--- src/rtl/twsf_pkg.sv ---
package twsf_pkg;
  localparam int STAT_W = 32;
  localparam int TC_BIT = 0;
  localparam int RX_BIT = 1;
  localparam int TR_BIT = 2;
  localparam int NK_BIT = 8;
  localparam logic [STAT_W-1:0] RESET_WORD = 32'h0000_F009;
  // bits owned by this block; the rest are held at RESET_WORD
  localparam logic [STAT_W-1:0] OWNED_MASK =
    (32'd1 << TC_BIT) | (32'd1 << RX_BIT) | (32'd1 << TR_BIT) | (32'd1 << NK_BIT);
endpackage

--- src/rtl/twsf_flag.sv ---
// One sticky status bit: set dominates clear, synchronous reset.
module twsf_flag #(
  parameter logic RST_VAL = 1'b0
) (
  input  logic clk,
  input  logic rst,
  input  logic set_i,
  input  logic clr_i,
  output logic q
);
  always_ff @(posedge clk) begin
    if (rst)        q <= RST_VAL;
    else if (set_i) q <= 1'b1;
    else if (clr_i) q <= 1'b0;
  end
endmodule

--- src/rtl/twsf_txcomp_rules.sv ---
// Role-dependent set/clear terms for transmit complete and transmit ready.
module twsf_txcomp_rules (
  input  logic is_master,
  input  logic bus_start,
  input  logic bus_stop,
  input  logic bus_rstart_foreign,
  input  logic hold_to_shift,
  input  logic nack_seen,
  input  logic stop_sent,
  input  logic shift_empty,
  input  logic thr_write,
  input  logic master_enable,
  input  logic txrdy_q,
  output logic tc_set,
  output logic tc_clr,
  output logic tr_set,
  output logic tr_clr
);
  logic m_tc_set, s_tc_set;

  always_comb begin
    m_tc_set = nack_seen | (stop_sent & txrdy_q & shift_empty);
    s_tc_set = bus_stop | bus_rstart_foreign;
    tc_set   = is_master ? m_tc_set : s_tc_set;
    tc_clr   = bus_start;
    tr_set   = (is_master & hold_to_shift) | nack_seen | master_enable;
    tr_clr   = is_master & thr_write;
  end
endmodule

--- src/rtl/twsf_status.sv ---
module twsf_status
  import twsf_pkg::*;
(
  input  logic              clk,
  input  logic              rst,
  input  logic              is_master,
  input  logic              bus_start,
  input  logic              bus_stop,
  input  logic              bus_rstart_foreign,
  input  logic              hold_to_shift,
  input  logic              byte_rcvd,
  input  logic              nack_seen,
  input  logic              stop_sent,
  input  logic              shift_empty,
  input  logic              thr_write,
  input  logic              rhr_read,
  input  logic              sr_read,
  input  logic              master_enable,
  output logic [STAT_W-1:0] status
);
  logic tc_q, rx_q, tr_q, nk_q;
  logic tc_set, tc_clr, tr_set, tr_clr;

  twsf_txcomp_rules u_rules (
    .is_master          (is_master),
    .bus_start          (bus_start),
    .bus_stop           (bus_stop),
    .bus_rstart_foreign (bus_rstart_foreign),
    .hold_to_shift      (hold_to_shift),
    .nack_seen          (nack_seen),
    .stop_sent          (stop_sent),
    .shift_empty        (shift_empty),
    .thr_write          (thr_write),
    .master_enable      (master_enable),
    .txrdy_q            (tr_q),
    .tc_set             (tc_set),
    .tc_clr             (tc_clr),
    .tr_set             (tr_set),
    .tr_clr             (tr_clr)
  );

  twsf_flag #(.RST_VAL(RESET_WORD[TC_BIT])) u_tc (
    .clk(clk), .rst(rst), .set_i(tc_set), .clr_i(tc_clr), .q(tc_q));
  twsf_flag #(.RST_VAL(RESET_WORD[RX_BIT])) u_rx (
    .clk(clk), .rst(rst), .set_i(byte_rcvd), .clr_i(rhr_read), .q(rx_q));
  twsf_flag #(.RST_VAL(RESET_WORD[TR_BIT])) u_tr (
    .clk(clk), .rst(rst), .set_i(tr_set), .clr_i(tr_clr), .q(tr_q));
  twsf_flag #(.RST_VAL(RESET_WORD[NK_BIT])) u_nk (
    .clk(clk), .rst(rst), .set_i(nack_seen), .clr_i(sr_read), .q(nk_q));

  always_comb begin
    status         = RESET_WORD & ~OWNED_MASK;
    status[TC_BIT] = tc_q;
    status[RX_BIT] = rx_q;
    status[TR_BIT] = tr_q;
    status[NK_BIT] = nk_q;
  end
endmodule

--- config.mk ---
export PLATFORM = sky130hd
export DESIGN_NAME = twsf_status
export DESIGN_NICKNAME = d
export VERILOG_FILES = /design/src/rtl/twsf_pkg.sv /design/src/rtl/twsf_flag.sv /design/src/rtl/twsf_txcomp_rules.sv /design/src/rtl/twsf_status.sv
export SDC_FILE = /design/constraint.sdc
export NUM_CORES = 1
export LEC_CHECK = 0
export BUFFER_PORTS_ARGS = -buffer_cell sky130_fd_sc_hd__buf_2
export CORE_AREA = 5 5 42 44
export DETAILED_ROUTE_END_ITERATION = 10
export DIE_AREA = 0 0 47 49
export GPL_TIMING_DRIVEN = 0
export PLACE_DENSITY = 0.77
export REMOVE_ABC_BUFFERS = 1
export SLEW_MARGIN = 10
export SYNTH_ARGS = -nofsm -noshare
export SYNTH_HDL_FRONTEND = slang
export SYNTH_HIERARCHICAL = 1
export SYNTH_SLANG_ARGS = --single-unit
--- constraint.sdc ---
create_clock -name clk -period 1.39 [get_ports clk]
set_input_delay 0.0695 -clock clk [delete_from_list [all_inputs] [get_ports clk]]
set_output_delay 0.0695 -clock clk [all_outputs]
set_load 0.02 [all_outputs]
==> run_results.csv <==
group,metric,value,unit
setup_path,critPathLaunchType,"flop",
floorplanning,coreArea,1400,µm²
drt,drt_first_iter_violations,0,
place,io_buffers,18,
clock_tree,post-cts-setup-buffers,0,
setup_path,cp-end-kind,"flop",
logic_synthesis,postSynthCellCount,56,
place,place_inst,83,
floorplanning,rows,14,
logic_synthesis,avgSynthCellArea,7.80,µm²
setup_path,required,1.51,ns
pwr,p_per_area,921,nW/µm²
layout,n_antenna_cell,0,
layout,area_growth,-1.72,%
min_path,hold_depth,2,
setup_path,rr_endpoint,"u_tc/q",
layout,filler_cell_count,164,
logic_synthesis,synth_cell_types,13,
timing,finalMaxSlewViolations,0,
global_routing,grt_pass1_vias,251,
layout,post-route-util,0.306,
clock_tree,cts.sinks,4,
run_status,outcome,"finished, final reports clean",
timing,hold_slack,0.0608,ns
logic_synthesis,syn_area,437,µm²
logic_synthesis,yosysSeqAreaShare,0.183,
logic_synthesis,synth_top_area_cell,"buf_4",
min_path,hold_path_end,"u_rx/q",
job,max_cap_violations,0,
timing,rsz0062_at_grt,"false",
place,dpl.hpwl,677,µm
clock_tree,htree_levels,1,
clock_tree,cts-root-buf,"clkbuf_4",
global_routing,grt_max_degree,5,
place,dp_worst_setup_slack,0.552,ns
clock_tree,clk_latency,0.23,ns
clock_tree,numCtsBuffers,3,
global_routing,grt_pass1_wl,959,µm
timing,finalHoldViolCount,0,
pwr,p_leak,0.266,nW
clock_tree,cts_tree,"done",
floorplanning,io-pin-count,47,
drt,antenna_left,0,
drt,dr.pass1.iters,1,
timing,finalSetupViolCount,0,
place,place_congestion,0.562,
drt,viasPerCell,3.37,
place,dpl_cell_area,397,µm²
drt,vias,293,
timing,fin_crit,0.834,ns
setup_path,cp.arrival,0.95,ns
setup_path,crit_type,"flop to flop",
global_routing,antenna_found_initial,0,
logic_synthesis,yosysWarnings,6,
setup_path,path_max_fanout,3,
global_routing,grt_util_all_layers,0.0627,
pwr,fin_total_pwr,0.395,mW
logic_synthesis,yosys-top-cells-area,"buf_4 57%, dfxtp_1 18%, a21oi_2 6.0%",
floorplanning,dieArea,2300,µm²
logic_synthesis,synth.top_cell.area_share,0.567,
timing,finalCritPeriodShare,0.600,
clock_tree,clk_path_buf_depth,2,
drt,drc,0,
clock_tree,clk_pin_slew,0.04,ns
logic_synthesis,ys_ff_latch,4,
clock_tree,cts.repair.resized,0,
drt,wirelength,742,µm
clock_tree,cts_hold_buffers,0,
setup_path,reg2reg_setup_slack,0.56,ns
setup_path,r2r_cells,4,
timing,skew,0.000203,ns
min_path,min-delay-start,"rst",
global_routing,grt_overflow,0,
timing,setup_slack,0.556,ns
drt,wl_per_cell,8.53,µm
layout,nNetsFinal,88,
timing,tns,0,ns
layout,layout.cells.non_filler,87,
timing,fmax,1200,MHz
pwr,irDropWorstVdd,0.000223,V
floorplanning,die_w,47,µm
setup_path,reg2reg_from,"u_tr/q",
min_path,hold_class,"input pin to flop",
floorplanning,initial_core_util,0.312,
layout,stdcell_area,429,µm²
layout,drive_above_1_share,0.352,
floorplanning,die_h,49,µm
kinds of logic (layout without fill, tap and decap cells):
group / count (synthesis) / count (layout) / share of synthesized area
AO/OA/AOI/OAI: 7 / 7 / 0.117
flip-flops: 4 / 4 / 0.183
buffers and inverters: 37 / 26 / 0.602
AND/OR/NAND/NOR: 6 / 6 / 0.0802
other: 2 / 28 / 0.0172
sequential cells by signal, indices dropped and copies added, names as in the netlist:
register  cells
u_nk/q        1
u_rx/q        1
u_tc/q        1
u_tr/q        1
power by group:
part,total [mW],internal (mW),switching (mW)
combinational,0.127,0.0306,0.0962
sequential,0.127,0.123,0.00395
clock,0.142,0.0964,0.0453
total,0.395,0.250,0.145
final cells by class:
class / count / area (µm²) / area share
multi-input cells: 41 / 191 / 0.446
well taps: 16 / 20.0 / 0.0466
flip-flops and latches: 4 / 80.1 / 0.187
repair buffers: 19 / 100 / 0.233
clock buffers: 3 / 22.5 / 0.0525
inverters: 4 / 15.0 / 0.0350
cell usage in the layout (no fill, tap or decap):
master | Yosys | routed
conb_1 | 2 | 28
buf_2 | 0 | 18
inv_1 | 4 | 4
dfxtp_1 | 4 | 4
clkbuf_4 | 0 | 3
nand2b_1 | 3 | 3
a21oi_2 | 3 | 3
dlygate4sd3_1 | 0 | 1
a31oi_1 | 1 | 1
nor3_1 | 1 | 1
a21oi_1 | 1 | 1
a211o_1 | 1 | 1
and2_2 | 1 | 1
nor2_1 | 1 | 1
o21ai_1 | 1 | 1
critical path: stages (launching register included):
cell	delay [ns]
dfxtp_1	0.32
a31oi_1	0.16
a21oi_1	0.09
nor2_1	0.10
o21ai_1	0.06
how the worst max path moves through the flow:
| stage | from | endpoint | slack [ns] | cells after the start |
|---|---|---|---|---|
| 5_1_grt | u_tr/q | u_tc/q | 0.48 | 4 |
| 4_1_cts | u_tr/q | u_tc/q | 0.54 | 4 |
| 2_1_floorplan | u_tr/q | u_tc/q | 0.52 | 4 |
| 3_3_place_gp | u_tr/q | u_tc/q | 0.56 | 4 |
| 6_report | u_tr/q | u_tc/q | 0.56 | 4 |
| 3_5_place_dp | u_tr/q | u_tc/q | 0.55 | 4 |
layer usage:
layer / GRT usage / vias up / part of all wire
li1: - / 142 / -
met1: 0.0507 / 121 / 0.28
met2: 0.0928 / 30 / 0.45
met3: 0.0590 / 0 / 0.27
met4: 0.0415 / 0 / 0
met5: 0 / - / 0
synthesized netlist by cell type (all sizes together):
master / count
nor2: 1
inv: 4
conb: 2
o21ai: 1
dfxtp: 4
a211o: 1
nand2b: 3
nor3: 1
a31oi: 1
and2: 1
buf: 33
a21oi: 4
Note: power is estimated with default switching activity, not from simulation.
